### src/rtl/spi_frame_pkg.sv
// Package: shared constants for the serial frame slave.
// Assumes the command and status layouts are 16 bits wide.
package spi_frame_pkg;
    localparam int WORD_W  = 16;
    localparam int FLT_W   = 4;
    localparam int CNT_W   = $clog2(WORD_W);

    // Fault flag positions inside the fault register.
    localparam int FLT_THERM = 0;
    localparam int FLT_OPEN  = 1;
    localparam int FLT_UNDER = 2;
    localparam int FLT_SUPPLY = 3;

    // Status word bit positions.
    localparam int ST_THERM  = 0;
    localparam int ST_OUT_LO = 1;
    localparam int ST_OUT_HI = 6;
    localparam int ST_OPEN   = 7;
    localparam int ST_UNDER  = 8;
    localparam int ST_SUPPLY = 15;
endpackage

### src/rtl/spi_pin_sync.sv
// Module: spi_pin_sync
// Brings N asynchronous pins into the system clock domain through
// STAGES flops each. Assumes pins stay stable longer than STAGES cycles.
module spi_pin_sync #(
    parameter int N      = 3,
    parameter int STAGES = 2,
    parameter logic [N-1:0] IDLE = '0
) (
    input  logic         clk,
    input  logic         rst_n,
    input  logic [N-1:0] pin_in,
    output logic [N-1:0] pin_lvl
);
    logic [N-1:0] chain_q [STAGES];

    genvar g;
    generate
        for (g = 0; g < STAGES; g++) begin : g_stage
            // Purpose: one synchroniser stage, resets to the pin idle level.
            always_ff @(posedge clk) begin
                if (!rst_n) chain_q[g] <= IDLE;
                else if (g == 0) chain_q[g] <= pin_in;
                else chain_q[g] <= chain_q[(g == 0) ? 0 : g-1];
            end
        end
    endgenerate

    assign pin_lvl = chain_q[STAGES-1];
endmodule

### src/rtl/spi_frame_shifter.sv
// Module: spi_frame_shifter
// Finds chip-select and serial-clock edges, samples data on the rising
// clock, shifts on the falling clock and checks the frame length at
// release. Assumes synchronised pin levels and a slow serial clock.
module spi_frame_shifter
    import spi_frame_pkg::*;
(
    input  logic              clk,
    input  logic              rst_n,
    input  logic              cs_lvl,
    input  logic              sclk_lvl,
    input  logic              sdi_lvl,
    input  logic [WORD_W-1:0] status_word,
    output logic [WORD_W-1:0] frame_word,
    output logic              commit,
    output logic              sdo,
    output logic              sdo_oe
);
    logic             cs_d, sclk_d;
    logic             cs_fall, cs_rise, sclk_rise, sclk_fall;
    logic             active_q;
    logic [CNT_W-1:0] cnt_lo_q;
    logic             cnt_any_q;
    logic             smp_q, pend_q;
    logic [WORD_W-1:0] shreg_q;
    logic             len_ok;

    // Purpose: previous pin levels for edge detection.
    always_ff @(posedge clk) begin
        if (!rst_n) begin
            cs_d   <= 1'b1;
            sclk_d <= 1'b0;
        end else begin
            cs_d   <= cs_lvl;
            sclk_d <= sclk_lvl;
        end
    end

    always_comb begin
        cs_fall   = cs_d & ~cs_lvl;
        cs_rise   = ~cs_d & cs_lvl;
        sclk_rise = ~sclk_d & sclk_lvl;
        sclk_fall = sclk_d & ~sclk_lvl;
    end

    // Purpose: transfer window, bit counter and input sample.
    always_ff @(posedge clk) begin
        if (!rst_n) begin
            active_q  <= 1'b0;
            cnt_lo_q  <= '0;
            cnt_any_q <= 1'b0;
            smp_q     <= 1'b0;
            pend_q    <= 1'b0;
        end else if (cs_fall) begin
            active_q  <= 1'b1;
            cnt_lo_q  <= '0;
            cnt_any_q <= 1'b0;
            pend_q    <= 1'b0;
        end else if (cs_rise) begin
            active_q  <= 1'b0;
            pend_q    <= 1'b0;
        end else if (active_q && sclk_rise) begin
            cnt_lo_q  <= cnt_lo_q + 1'b1;
            cnt_any_q <= 1'b1;
            smp_q     <= sdi_lvl;
            pend_q    <= 1'b1;
        end else if (active_q && sclk_fall) begin
            pend_q    <= 1'b0;
        end
    end

    // Purpose: status load at select and shift on each falling clock.
    always_ff @(posedge clk) begin
        if (!rst_n) shreg_q <= '0;
        else if (cs_fall) shreg_q <= status_word;
        else if (active_q && sclk_fall && pend_q)
            shreg_q <= {smp_q, shreg_q[WORD_W-1:1]};
    end

    // Whole words, at least one, and clock idle low at release.
    assign len_ok     = cnt_any_q && (cnt_lo_q == '0) && !sclk_lvl;
    assign commit     = active_q && cs_rise && len_ok;
    assign frame_word = shreg_q;
    assign sdo        = shreg_q[0];
    assign sdo_oe     = active_q;

    // output enable drops after release.
    a_r10_oe_off_after_release: assert property (@(posedge clk)
        disable iff (!rst_n) cs_rise |=> !sdo_oe);

    // data out only moves on a falling clock or a select edge.
    a_r8_sdo_moves_on_fall: assert property (@(posedge clk)
        disable iff (!rst_n)
        (active_q && !sclk_fall && !cs_fall && !cs_rise) |=> $stable(sdo));
endmodule

### src/rtl/spi_fault_latch.sv
// Module: spi_fault_latch
// Holds the fault flags. A relatch pulse sets present faults; a committed
// frame clears all flags and takes priority. Assumes one-cycle pulses.
module spi_fault_latch
    import spi_frame_pkg::*;
(
    input  logic             clk,
    input  logic             rst_n,
    input  logic             clear,
    input  logic             relatch,
    input  logic [FLT_W-1:0] flt_now,
    output logic [FLT_W-1:0] flags
);
    // Purpose: clear on accepted frame, else OR in present faults.
    always_ff @(posedge clk) begin
        if (!rst_n) flags <= '0;
        else if (clear) flags <= '0;
        else if (relatch) flags <= flags | flt_now;
    end

    // accepted frame empties the register.
    a_r6_clear_on_commit: assert property (@(posedge clk)
        disable iff (!rst_n) clear |=> (flags == '0));

    // relatch sets every present fault.
    a_r7_relatch_sets: assert property (@(posedge clk)
        disable iff (!rst_n)
        (relatch && !clear) |=> ((flags & $past(flt_now)) == $past(flt_now)));
endmodule

### src/rtl/spi_frame_slave.sv
// Module: spi_frame_slave (top)
// Serial command slave: synchronises pins, shifts frames, commits the
// command word on a valid length and manages the fault flags.
// Assumes the serial clock is far slower than clk.
module spi_frame_slave
    import spi_frame_pkg::*;
#(
    parameter int SYNC_STAGES = 2
) (
    input  logic              clk,
    input  logic              rst_n,
    input  logic              cs_n,
    input  logic              sclk,
    input  logic              sdi,
    input  logic [FLT_W-1:0]  flt_now,
    input  logic              flt_relatch,
    output logic              sdo,
    output logic              sdo_oe,
    output logic [WORD_W-1:0] ctrl_word,
    output logic [FLT_W-1:0]  fault_flags
);
    logic [2:0]        lvl;
    logic [WORD_W-1:0] status_word;
    logic [WORD_W-1:0] frame_word;
    logic              commit;

    spi_pin_sync #(
        .N(3), .STAGES(SYNC_STAGES), .IDLE(3'b001)
    ) i_sync (
        .clk(clk), .rst_n(rst_n),
        .pin_in({sdi, sclk, cs_n}),
        .pin_lvl(lvl)
    );

    // Purpose: assemble the status word from flags and output states.
    always_comb begin
        status_word = '0;
        status_word[ST_THERM]  = fault_flags[FLT_THERM];
        status_word[ST_OUT_HI:ST_OUT_LO] = ctrl_word[ST_OUT_HI:ST_OUT_LO];
        status_word[ST_OPEN]   = fault_flags[FLT_OPEN];
        status_word[ST_UNDER]  = fault_flags[FLT_UNDER];
        status_word[ST_SUPPLY] = fault_flags[FLT_SUPPLY];
    end

    spi_frame_shifter i_shift (
        .clk(clk), .rst_n(rst_n),
        .cs_lvl(lvl[0]), .sclk_lvl(lvl[1]), .sdi_lvl(lvl[2]),
        .status_word(status_word),
        .frame_word(frame_word),
        .commit(commit),
        .sdo(sdo), .sdo_oe(sdo_oe)
    );

    spi_fault_latch i_fault (
        .clk(clk), .rst_n(rst_n),
        .clear(commit), .relatch(flt_relatch),
        .flt_now(flt_now), .flags(fault_flags)
    );

    // Purpose: command register, written only by an accepted frame.
    always_ff @(posedge clk) begin
        if (!rst_n) ctrl_word <= '0;
        else if (commit) ctrl_word <= frame_word;
    end

    // without a commit the command register holds.
    a_r4_hold_without_commit: assert property (@(posedge clk)
        disable iff (!rst_n) !commit |=> $stable(ctrl_word));
endmodule

### config.mk
export PLATFORM = sky130hd
export DESIGN_NAME = spi_frame_slave
export DESIGN_NICKNAME = d
export VERILOG_FILES = /design/src/rtl/spi_frame_pkg.sv /design/src/rtl/spi_pin_sync.sv /design/src/rtl/spi_frame_shifter.sv /design/src/rtl/spi_fault_latch.sv /design/src/rtl/spi_frame_slave.sv
export SDC_FILE = /design/constraint.sdc
export NUM_CORES = 1
export LEC_CHECK = 0
export ABC_AREA = 0
export BUFFER_PORTS_ARGS = -buffer_cell sky130_fd_sc_hd__buf_4
export CORE_UTILIZATION = 55
export DETAILED_ROUTE_END_ITERATION = 7
export GPL_ROUTABILITY_DRIVEN = 0
export PLACE_DENSITY = 0.78
export SLEW_MARGIN = 0
export SYNTH_ARGS = -nofsm -noshare
export SYNTH_HDL_FRONTEND = slang
export SYNTH_SLANG_ARGS = --single-unit
### constraint.sdc
create_clock -name clk -period 2.1 [get_ports clk]
set_clock_uncertainty 0.15 [all_clocks]
set_input_delay 0.21 -clock clk [delete_from_list [all_inputs] [get_ports clk]]
set_output_delay 0.21 -clock clk [all_outputs]
set_load 0.005 [all_outputs]
Word level (Yosys, flattened, before mapping):

Memories as Yosys holds them, arrays and structs flattened.
Index checks and enable logic that the tools add are counted.
W data, S select, Z words.

* register bits: 46
* memory bits (writable): 6
* bits of input ports: 10
* output and inout bits: 22
* memories kept: 1

* add/subtract/negate cells: 1
* muxes and demuxes: 10
* bitwise gates (word level): 14
* reduce and logical (&&, ||, !) cells: 17

Memory list
* i_sync.chain_q: depth 2, bits a word 3, read ports 2, clocked after memory_dff 0, wr ports 2, RTL line spi_pin_sync.sv:14 `logic [N-1:0] chain_q [STAGES];`

Operators with widths (number)
* $mux W16: 2
* $logic_and A1 B1 Y1: 7
* $not A1 Y1: 7
* $mux W1: 6
* $mux W3: 2
* $reduce_bool A2 Y1: 3
* $add A4 B1 Y4 const B: 1
* $and A1 B1 Y1: 4
* $logic_not A4 Y1: 1
* $or A4 B4 Y4: 1
* $reduce_or A2 Y1: 2
* $reduce_and A3 Y1: 1
* $reduce_or A3 Y1: 1
* $or A1 B1 Y1: 2
* $reduce_and A2 Y1: 1
* $logic_not A1 Y1: 1

Logic depth before layout (Yosys ltp):

Gate-level depths: netlist of the first run.
An unclocked memory read counts as a cell.

* depth after elaboration: 7
* depth in mapped cells: 6

Hierarchy:

Synthesis of the first run repeated with hierarchy kept, for this count alone.

* cells, all modules: 202
* area total of the unflattened synthesis: 2074.5 um^2

Modules (own cells, without submodules)
* spi_frame_shifter: times used 1, cells an instance 125, area an instance 1168.6 um^2
* spi_frame_slave: times used 1, cells an instance 52, area an instance 619.3 um^2
* spi_pin_sync: times used 1, cells an instance 12, area an instance 157.7 um^2
* spi_fault_latch: times used 1, cells an instance 13, area an instance 128.9 um^2

Least setup slack after synthesis of the first run:

OpenSTA, ideal clock, no wires.

* path kind: register to register
* from: register i_shift.cs_d
* to: register i_shift.cnt_lo_q[3]
* arrival time: 1.305 ns
* required time: 1.880 ns
* slack: 0.575 ns
* stages on the path, launching flop included: 6
* path buffers: 0
* cells stage by stage: dfxtp_1 > inv_1 > ha_1 > nand4bb_1 > or3_1 > a21oi_1

* word-level cells in the longest chain between the ends: 4

RTL lines
* start: declaration: RTL line spi_frame_shifter.sv:19 `logic cs_d, sclk_d;`
* start signal: assignment: RTL line spi_frame_shifter.sv:34 `cs_d <= cs_lvl;`
* $not A1 Y1: RTL line spi_frame_shifter.sv:41 `cs_rise = ~cs_d & cs_lvl;`
* $and A1 B1 Y1: RTL line spi_frame_shifter.sv:41
* $not A1 Y1 (no line)
* $reduce_and A2 Y1 (no line)
* end signal: assignment: RTL line spi_frame_shifter.sv:63 `cnt_lo_q <= cnt_lo_q + 1'b1;`
* end: declaration: RTL line spi_frame_shifter.sv:22 `logic [CNT_W-1:0] cnt_lo_q;`

Several ways; a longest one is shown, not always the timed one.
A chain may end at the register's enable or synchronous reset.

Worst setup path in the final report of the first run:

Ends and elaborated chain as after synthesis.

==> Implementation_results.wiki, run 1 <==
{| class="wikitable"
! Metric !! Value
|-
| Overflow after GRT || 0
|-
| Portion of netlist area occupied by mux cells || under 10%
|-
| Average instance area after synthesis || 8.912 um^2
|-
| Area Overhead vs Synth || 19.27%
|-
| Timing-limited maximum frequency || ~610 MHz
|-
| CP arrival || around 1.7 ns
|-
| Max_slew headroom || between 60% and 70%
|-
| Number of distinct library cells after synthesis || 29
|-
| Post-synthesis sequential area ratio || around 50%
|-
| Wire length reported by the detailed router || 3682 um
|-
| First-pass detailed-route iteration total || 4
|-
| Vias per Instance || around 5.2
|-
| Initial Util || 59.03%
|-
| Post-route clock period utilization || between 70 and 80%
|-
| Total routing usage reported by global routing || between 20% and 30%
|-
| Startpoint of the worst-slack reg-to-reg timing path || i_shift.cs_d
|-
| Count of inserted antenna diode cells || 0
|-
| Transition at the pin with the smallest max-transition slack || about 0.57 ns
|-
| Max-Cap Viols || 0
|-
| Post-synthesis share of cell area spent on and, or, nand and nor gates || 22.54%
|-
| Worst-path maximum fanout || 6
|-
| Share of total power in sequential cells || around three fifths
|-
| YS warnings || 0
|-
| Global-route wire length before repair || 6651 um
|-
| Die width || 62.78 um
|-
| Combined area of all synthesized cells || roughly 0.002 mm^2
|-
| Cell count of the worst reg-to-reg path || 5
|-
| Share of post-route cells with drive strength above 1 || 16.86%
|-
| Final min period || 1.649 ns
|-
| Share of synthesized cell area in full adder, half adder and majority cells || 2.463%
|-
| Post-Synthesis Net Count || 242
|-
| Floorplan die height || 62.78 um
|-
| Detailed-route DRC error count || 0
|-
| Vias in the first global route || 1485
|-
| Switching power total || 0.3737 mW
|-
| Number of pins with negative max-slew slack in the final report || 0
|-
| Clock power share || between 30% and 40%
|-
| Antenna violations before repair || 0
|-
| Port buffer count || 31
|-
| Maximum number of pins on one net before global-route repair || 33
|-
| Area of all sequential standard cells || 0.001041 mm^2
|-
| Endpoint class of the critical path || flip-flop
|-
| IO Pins || 32
|-
| Reg-to-reg critical path endpoint || i_shift.cnt_lo_q[3]
|-
| Overall power consumption || 1.695 mW
|-
| Clock Pin Slew Worst Setup and Hold Paths || 0.09 ns
|-
| Fill count || slightly below 300
|-
| Final TNS setup || 0 ns
|-
| Worst hold start || rst_n
|-
| Multi-input combinational cell area || 903.4 um^2
|-
| Post-CTS Setup Bufs || 0
|-
| Total number of vias || 1591
|-
| Type of element launching the critical path || flip-flop
|-
| TritonCTS sink count || 52
|-
| Half-perimeter wire length of the detailed placement result || around 2500 um
|-
| Final net count || 274
|-
| Max rail drop VDD || 0.5927 mV
|-
| Power density normalized to cell area || 699.2 mW/mm^2
|-
| Kind of critical path || flip-flop to flip-flop
|-
| Setup repair after global routing missed its margin || false
|-
| Dominant combinational cell family by area after synthesis || simple AND/OR/NAND/NOR gates
|-
| Die ar. || 0.003941 mm^2
|-
| Total core area || about 0.0034 mm^2
|-
| # rows || 21
|-
| Post-Syn Instances || about 230
|-
| Inserted Clock Buffers || 5
|-
| First-iteration detailed-routing DRC count || approximately 110
|-
| Internal power summed over all cells || 1.321 mW
|-
| Class of the tightest hold or removal check || primary input to flip-flop
|-
| Worst endpoint required time || ~2.2 ns
|-
| Status || completed
|-
| Switching power share of the total || 22.05%
|-
| Hold worst-path end || i_shift.cs_d
|-
| TritonCTS clock tree || built
|-
| Maximum root-to-sink buffer count || 2
|-
| Antenna-violating nets left || 0
|-
| Reported leakage power || 0.9157 nW
|-
| Clock Latency Late Sink || around 0.30 ns
|-
| Flop-to-flop setup slack || roughly 0.45 ns
|-
| #FFs+latches synth || 52
|-
| Finish-stage setup viols || 0
|-
| Root Buffer || clkbuf_8
|-
| Final count of hold timing violations || 0
|-
| Synth Area in Compound Gates || 10.28%
|-
| Combinational share of power || 5.4%
|-
| Share of the synthesized netlist area taken by xor and xnor gates || 0%
|-
| Hold depth || 2
|-
| Detail-routed net length per standard cell || 11.99 um
|-
| CTS HTree Levels || 2
|}
==> critical path: stages, from the launching register on <==
cell       delay, ns
dfxtp_1         0.34
inv_1           0.04
ha_1            0.22
nand4bb_1       0.30
or3_1           0.40
a21oi_1         0.13
==> area by class of cell <==
cell class / instances / area share, %
sequential: 52 / 42.95
multi-input combinational: 157 / 37.27
timing repair buffer: 38 / 12.60
clock buffer: 7 / 3.562
tap: 46 / 2.375
inverter: 6 / 0.9293
clock inverter: 1 / 0.3098
==> metrics by stage <==
stage	cell area [um^2]	worst slack [ns]	cells	hold slack, ns	util, %
finish	2424	0.4507	307	0.07617	70.41
global route	2424	0.3002	307	0.09384	70.41
CTS	2424	0.4501	307	0.06751	70.41
detailed placement	2300	0.4709	296	0.2470	66.81
global placement	2300	0.5233	296	0.2424	66.81
floorplan	2032	0.5750	228	0.1615	-
==> synthesized netlist by cell type, drive strengths merged <==
master   number  area share (%)
nand4bb       1            0.55
dfxtp        52              51
buf           6             2.2
nand4b        2            0.86
and4bb        1            0.62
nor2          3            0.55
o21ai        12             3.0
ha            4             2.5
nor3          4             1.2
and2          5             1.5
nand2b        3            0.92
nor3b         4             1.5
nand2        67              12
and4b         1            0.49
or3b          1            0.43
or3           2            0.62
a21oi        15             3.7
a211oi        2            0.74
a31oi         8             2.5
nor2b         2            0.62
clkbuf        7             1.3
nand3         1            0.25
mux2i        18             8.9
a2bb2oi       1            0.43
inv           6             1.1
==> timing repair <==
item | 4_1_cts | 5_1_grt
setup endpoints to repair | 0 | 0
endpoints found under the hold margin | 3 | 0
resized for setup | 0 | 0
hold buffers | 3 | 0
==> state kept, by name, indices dropped and copies added (netlist names) <==
signal,flops
i_shift.cnt_lo_q,4
i_shift.cs_d,1
i_shift.sdo_oe,1
i_sync.chain_q,6
i_shift.sclk_d,1
i_shift.smp_q,1
ctrl_word,16
i_shift.cnt_any_q,1
i_shift.frame_word,16
i_fault.flags,4
i_shift.pend_q,1
==> cells by family (layout without fill, tap and decap cells) <==
logic type / Yosys count / after routing
and+or+nand+nor: 97 / 97
buffers and inverters: 19 / 52
adders and majority gates: 4 / 4
muxes: 18 / 18
DFF: 52 / 52
AOI/OAI and AO/OA: 38 / 38
==> placed cells by master (no fill, tap or decap), types with 4 or more instances in the layout <==
| cell | netlist | final |
|---|---|---|
| nor3b_1 | 4 | 4 |
| clkbuf_8 | 0 | 6 |
| nand2_1 | 67 | 67 |
| mux2i_1 | 18 | 18 |
| a21oi_1 | 15 | 15 |
| dfxtp_1 | 52 | 52 |
| ha_1 | 4 | 4 |
| and2_1 | 5 | 5 |
| buf_4 | 1 | 34 |
| inv_1 | 5 | 5 |
| a31oi_1 | 8 | 8 |
| o21ai_0 | 12 | 12 |
==> power groups by stage <==
stage                     sequential (mW)  clock (mW)  combinational, mW
after detailed placement             1.05           0             0.0874
after CTS                            1.02       0.597             0.0919
after global placement               1.05           0             0.0852
final                                1.02       0.580             0.0911
after global routing                 1.03       0.645              0.104
after floorplan                      1.04           0             0.0539
==> worst max path at each step <==
| stage | start | end | slack (ns) |
|---|---|---|---|
| after global routing | i_shift.cs_d | i_shift.cnt_lo_q[2] | 0.30 |
| after floorplan | i_shift.cs_d | i_shift.cnt_lo_q[3] | 0.58 |
| final | i_shift.cs_d | i_shift.cnt_lo_q[3] | 0.45 |
| after detailed placement | i_shift.cs_d | i_shift.cnt_lo_q[3] | 0.47 |
| after CTS | i_shift.cs_d | i_shift.cnt_lo_q[3] | 0.45 |
| after global placement | i_shift.cs_d | i_shift.cnt_lo_q[3] | 0.52 |
==> layer usage <==
layer	track usage, %	wire length [um]
met5	0	0
met4	9.593	70
met3	6.387	198
met1	27.60	1797
met2	33.97	1616
No activity file was read; power rests on OpenSTA's default activity.
==> run 2, diff against run 1 <==
Clock period 2.1 ns to 1.6 ns, I/O delays scaled along.
==> Implementation_results.wiki, run 2 (synthesized netlist as in run 1, its figures left out) <==
{| class="wikitable"
! Metric !! Value
|-
| Status || completed
|-
| Timing-limited maximum frequency || 629.4 MHz (+3.8%)
|-
| Reg-to-reg critical path endpoint || ctrl_word[6]
|-
| Max_slew headroom || 81.91% (+20 points)
|-
| Final net count || 287 (+4.7%)
|-
| Area Overhead vs Synth || 25.86%
|-
| Timing endpoint of the critical path || ctrl_word[6]
|-
| Half-perimeter wire length of the detailed placement result || 2504 um (+0.54%)
|-
| # rows || 21 (unchanged)
|-
| Vias in the first global route || 1518 (+2.2%)
|-
| Hold depth || 3 (+1)
|-
| Type of element launching the critical path || flip-flop
|-
| CP arrival || 1.67 ns (-0.06 ns)
|-
| Most common cell after layout, fill and taps aside || nand2_1
|-
| Antenna-violating nets left || 0 (unchanged)
|-
| Worst-path maximum fanout || 5 (-1)
|-
| Detailed-route DRC error count || 0 (unchanged)
|-
| Setup repair after global routing missed its margin || true
|-
| Switching power share of the total || 21.65% (-0.40 points)
|-
| Initial Util || 59.03% (unchanged)
|-
| Worst endpoint required time || 1.68 ns (-0.50 ns)
|-
| Count of inserted antenna diode cells || 0 (unchanged)
|-
| Launch point of the worst path || i_shift.cnt_lo_q[2]
|-
| Power density normalized to cell area || 841.6 mW/mm^2 (+20%)
|-
| Overflow after GRT || 0 (unchanged)
|-
| Die width || 62.78 um (unchanged)
|-
| Port buffer count || 31 (unchanged)
|-
| Max rail drop VDD || 0.7105 mV (+20%)
|-
| First-iteration detailed-routing DRC count || 86 (-23%)
|-
| Floorplan die height || 62.78 um (unchanged)
|-
| Startpoint of the worst-slack reg-to-reg timing path || i_shift.cnt_lo_q[2]
|-
| TritonCTS sink count || 52 (unchanged)
|-
| Vias per Instance || 5.132 (-0.98%)
|-
| Post-route clock period utilization || 99.31% (+21 points)
|-
| Endpoint class of the critical path || flip-flop
|-
| Switching power total || 0.4660 mW (+25%)
|-
| IO Pins || 32 (unchanged)
|-
| Combinational share of power || 6.0% (+0.6 points)
|-
| Cell count of the worst reg-to-reg path || 5 (unchanged)
|-
| Number of pins with negative max-slew slack in the final report || 0 (unchanged)
|-
| TritonCTS clock tree || built
|-
| Most frequent cells in the layout || 67 x nand2_1, 47 x dfxtp_1, 45 x buf_4
|-
| Share of post-route cells with drive strength above 1 || 23.81% (+7.0 points)
|-
| Transition at the pin with the smallest max-transition slack || 0.2713 ns (-0.2979 ns)
|-
| Maximum number of pins on one net before global-route repair || 33 (unchanged)
|-
| Die ar. || 0.003941 mm^2 (unchanged)
|-
| Global-route wire length before repair || 6541 um (-1.7%)
|-
| Overall power consumption || 2.152 mW (+27%)
|-
| Reported leakage power || 0.9860 nW (+7.7%)
|-
| Detail-routed net length per standard cell || 11.99 um (about the same)
|-
| Total number of vias || 1637 (+2.9%)
|-
| Share of total power in sequential cells || 62.4% (+2.0 points)
|-
| Max-Cap Viols || 0 (unchanged)
|-
| CTS HTree Levels || 2 (unchanged)
|-
| Kind of critical path || flip-flop to flip-flop
|-
| Clock Pin Slew Worst Setup and Hold Paths || 0.08 ns (about the same)
|-
| Final TNS setup || 0 ns (unchanged)
|-
| Clock power share || 31.6% (-2.6 points)
|-
| Total core area || 0.003442 mm^2 (unchanged)
|-
| Final count of hold timing violations || 0 (unchanged)
|-
| Antenna violations before repair || 0 (unchanged)
|-
| Class of the tightest hold or removal check || primary input to flip-flop
|-
| Flop-to-flop setup slack || 0.01 ns (-0.44 ns)
|-
| Wire length reported by the detailed router || 3825 um (+3.9%)
|-
| Finish-stage setup viols || 0 (unchanged)
|-
| Internal power summed over all cells || 1.686 mW (+28%)
|-
| First-pass detailed-route iteration total || 4 (unchanged)
|-
| Total routing usage reported by global routing || 20.99% (-0.72 points)
|-
| Maximum root-to-sink buffer count || 2 (unchanged)
|-
| Clock Latency Late Sink || 0.29 ns (about the same)
|-
| Inserted Clock Buffers || 5 (unchanged)
|-
| Root Buffer || clkbuf_8
|-
| Final min period || 1.589 ns (-0.06036 ns)
|}
-- run 2: cell type report --
class                   count  area, um^2
clock buffers               6       72.57
inverters                   6       22.52
flip-flops and latches     52        1047
fillers                   254       884.6
well taps                  46       57.56
multi-input cells         157       928.4
repair buffers             51       424.2
clock inverters             1       5.005
-- run 2: through the flow --
stage | instance area (um^2) | cells | util [%] | setup WS, ns | hold slack, ns
CTS | 2460 | 313 | 71.46 | -0.0004773 | 0.03280
floorplan | 2032 | 228 | - | 0.07504 | 0.1115
detailed placement | 2352 | 303 | 68.34 | 0.02605 | 0.2042
global placement | 2352 | 303 | 68.34 | 0.08618 | 0.2010
finish | 2557 | 319 | 74.30 | 0.01111 | 0.04103
global route | 2557 | 319 | 74.30 | -0.07424 | 0.04052
-- run 2: how the worst min path moves through the flow --
stage	startpoint	endpoint	slack (ns)
after floorplan	cs_n	i_sync.chain_q[0][0]	0.11
after global placement	cs_n	i_sync.chain_q[0][0]	0.20
after detailed placement	cs_n	i_sync.chain_q[0][0]	0.20
after CTS	flt_now[2]	i_fault.flags[2]	0.03
after global routing	flt_now[3]	i_fault.flags[3]	0.04
final	flt_now[2]	i_fault.flags[2]	0.04
-- run 2: critical path: stages (launching register included) --
cell,delay [ns]
dfxtp_2,0.34
or3b_4,0.40
nor3_4,0.14
buf_4,0.16
clkbuf_16,0.15
mux2i_1,0.17
-- run 2: routing by layer --
layer | global-route usage, % | share of wire (%) | vias up
met1 | 25.72 | 48 | 732
met5 | 0 | 0 | -
li1 | - | - | 853
met4 | 7.849 | 0.89 | 0
met3 | 6.204 | 5.0 | 4
met2 | 34.65 | 46 | 48
-- run 2: repair_timing --
| action | in CTS | in global routing |
|---|---|---|
| endpoints found under the setup margin | 1 | 20 |
| hold endpoints to repair | 3 | 0 |
| hold buffers | 3 | 0 |
| resized for setup | 0 | 10 |
| setup buffers | 0 | 4 |
| cloned | 0 | 2 |
| pin swaps | 0 | 1 |
-- run 2: power by group through the flow --
stage / registers, mW / logic [mW] / clock network (mW)
6_report: 1.34 / 0.128 / 0.681
5_1_grt: 1.35 / 0.143 / 0.760
4_1_cts: 1.34 / 0.127 / 0.703
3_5_place_dp: 1.37 / 0.121 / 0
3_3_place_gp: 1.37 / 0.119 / 0
2_1_floorplan: 1.37 / 0.0708 / 0
==> run 3, diff against run 2 <==
Settings changed: REMOVE_ABC_BUFFERS from default to 1.
==> Implementation_results.wiki, run 3 (synthesized netlist as in run 1, its figures left out) <==
{| class="wikitable"
! Metric !! Value
|-
| Reported leakage power || 1.018 nW (+3.3%)
|-
| Class of the tightest hold or removal check || primary input to flip-flop
|-
| Share of post-route cells with drive strength above 1 || 24.45% (+0.64 points)
|-
| Root Buffer || clkbuf_8
|-
| Most frequent cells in the layout || 66 x nand2_1, 45 x dfxtp_1, 41 x buf_4
|-
| Hold depth || 3 (unchanged)
|-
| TritonCTS sink count || 52 (unchanged)
|-
| Vias in the first global route || 1504 (-0.92%)
|-
| Finish-stage setup viols || 0 (unchanged)
|-
| Die width || 62.78 um (unchanged)
|-
| Timing-limited maximum frequency || 634.6 MHz (+0.83%)
|-
| Post-route cell area || 0.002643 mm^2 (+3.3%)
|-
| Final count of hold timing violations || 0 (unchanged)
|-
| Clock power share || 39.3% (+7.7 points)
|-
| Worst Setup Slack, final || 0.02417 ns (+0.01306 ns)
|-
| Inserted Clock Buffers || 5 (unchanged)
|-
| Placed cell area || 0.002330 mm^2 (-0.96%)
|-
| Status || completed
|-
| Total core area || 0.003442 mm^2 (unchanged)
|-
| Post-route clock period utilization || 98.49% (-0.82 points)
|-
| Maximum number of pins on one net before global-route repair || 25 (-24%)
|-
| IO Pins || 32 (unchanged)
|-
| Max-Cap Viols || 0 (unchanged)
|-
| Tightest hold margin || 0.03713 ns (-0.003902 ns)
|-
| Transition at the pin with the smallest max-transition slack || 0.4248 ns (+0.1535 ns)
|-
| Wire length reported by the detailed router || 4055 um (+6.0%)
|-
| Overflow after GRT || 0 (unchanged)
|-
| Worst endpoint required time || 1.68 ns (about the same)
|-
| Endpoint class of the critical path || flip-flop
|-
| Antenna violations before repair || 0 (unchanged)
|-
| Maximum root-to-sink buffer count || 2 (unchanged)
|-
| Max_slew headroom || 71.61% (-10 points)
|-
| Type of element launching the critical path || flip-flop
|-
| Final min period || 1.576 ns (-0.01306 ns)
|-
| Clock Pin Slew Worst Setup and Hold Paths || 0.09 ns (about the same)
|-
| Most common cell after layout, fill and taps aside || nand2_1
|-
| Half-perimeter wire length of the detailed placement result || 2342 um (-6.5%)
|-
| First-iteration detailed-routing DRC count || 51 (-41%)
|-
| Max rail drop VDD || 0.6716 mV (-5.5%)
|-
| First-pass detailed-route iteration total || 4 (unchanged)
|-
| Combinational share of power || 5.4% (-0.6 points)
|-
| Floorplan die height || 62.78 um (unchanged)
|-
| Antenna-violating nets left || 0 (unchanged)
|-
| Vias per Instance || 5.219 (+1.7%)
|-
| Cell count of the worst reg-to-reg path || 5 (unchanged)
|-
| Final TNS setup || 0 ns (unchanged)
|-
| Setup repair after global routing missed its margin || true
|-
| Global-route wire length before repair || 6423 um (-1.8%)
|-
| Detail-routed net length per standard cell || 12.67 um (+5.7%)
|-
| Number of pins with negative max-slew slack in the final report || 0 (unchanged)
|-
| Placement-stage worst setup slack || -0.05163 ns (-0.07768 ns)
|-
| Switching power share of the total || 20.06% (-1.6 points)
|-
| TritonCTS clock tree || built
|-
| Final net count || 287 (unchanged)
|-
| Total routing usage reported by global routing || 20.48% (-0.51 points)
|-
| Power density normalized to cell area || 919.3 mW/mm^2 (+9.2%)
|-
| Post-Route Utilization || 76.77% (+2.5 points)
|-
| Detailed-route DRC error count || 0 (unchanged)
|-
| Count of inserted antenna diode cells || 0 (unchanged)
|-
| Die ar. || 0.003941 mm^2 (unchanged)
|-
| Worst-path maximum fanout || 5 (unchanged)
|-
| Clock Latency Late Sink || 0.29 ns (about the same)
|-
| Initial Util || 59.03% (unchanged)
|-
| Internal power summed over all cells || 1.942 mW (+15%)
|-
| Port buffer count || 31 (unchanged)
|-
| # rows || 21 (unchanged)
|-
| CP arrival || 1.65 ns (-0.02 ns)
|-
| Switching power total || 0.4873 mW (+4.6%)
|-
| CTS HTree Levels || 2 (unchanged)
|-
| Share of total power in sequential cells || 55.3% (-7.1 points)
|-
| Area Overhead vs Synth || 30.05%
|-
| Kind of critical path || flip-flop to flip-flop
|-
| Total number of vias || 1670 (+2.0%)
|}
==> run 3: cell types whose count changed in the layout (fill, tap and decap cells not counted), sizes merged <==
cell,change
buf,-3
bufinv,+1
clkbuf,+2
clkinv,-1
dlygate4sd3,+2
==> run 3: final cells by class <==
type / count / area (um^2)
Inverter: 6 / 22.52
Clock buffer: 7 / 96.34
Clock inverter: 1 / 30.03
Timing Repair Buffer: 51 / 459.2
Tap cell: 46 / 57.56
Fill cell: 259 / 799.5
Multi-Input combinational cell: 157 / 927.1
Sequential cell: 52 / 1050
==> run 3: repair_timing <==
action	in CTS	in global routing
hold endpoints to repair	5	0
setup buffers	0	4
endpoints found under the setup margin	2	28
hold buffers	5	0
pin swaps	0	3
gates cloned	0	3
resized for setup	2	9
==> run 3: metal layers <==
metal / GRT usage, % / part of all wire, % / up-vias / routed length [um]
met4: 7.849 / 0.72 / 0 / 29
met1: 25.96 / 50 / 780 / 2045
met2: 34.38 / 46 / 31 / 1863
met5: 0 / 0 / - / 0
li1: - / - / 857 / -
met3: 3.832 / 2.9 / 2 / 117
==> run 3: power groups by stage <==
stage                     Sequential [mW]  Clock (mW)  Combinational [mW]
after floorplan                      1.37           0              0.0535
after global placement               1.37           0               0.116
after detailed placement             1.37           0               0.118
after CTS                            1.34       0.960               0.128
after global routing                 1.35        1.03               0.146
final                                1.34       0.955               0.130
==> run 3: critical path: stages, from the launching register on <==
cell and delay (ns):
dfxtp_2 0.33, or3b_4 0.40, nor3_4 0.15, buf_12 0.15, clkbuf_16 0.15, mux2i_1 0.18
==> run 3: path summary, 6_finish.rpt <==
path	to	startpoint	slack [ns]
worst max-delay path	ctrl_word[15]	i_shift.cnt_lo_q[2]	0.02
worst max register to register	ctrl_word[15]	i_shift.cnt_lo_q[2]	0.02
worst min-delay path	i_fault.flags[2]	flt_now[2]	0.04
worst min register to register	i_sync.chain_q[1][0]	i_sync.chain_q[0][0]	0.26
==> run 3: stage by stage <==
stage,power [mW],cells
4_1_cts,2.433,313
5_1_grt,2.524,320
2_1_floorplan,1.421,215
3_3_place_gp,1.488,300
6_report,2.429,320
3_5_place_dp,1.491,300
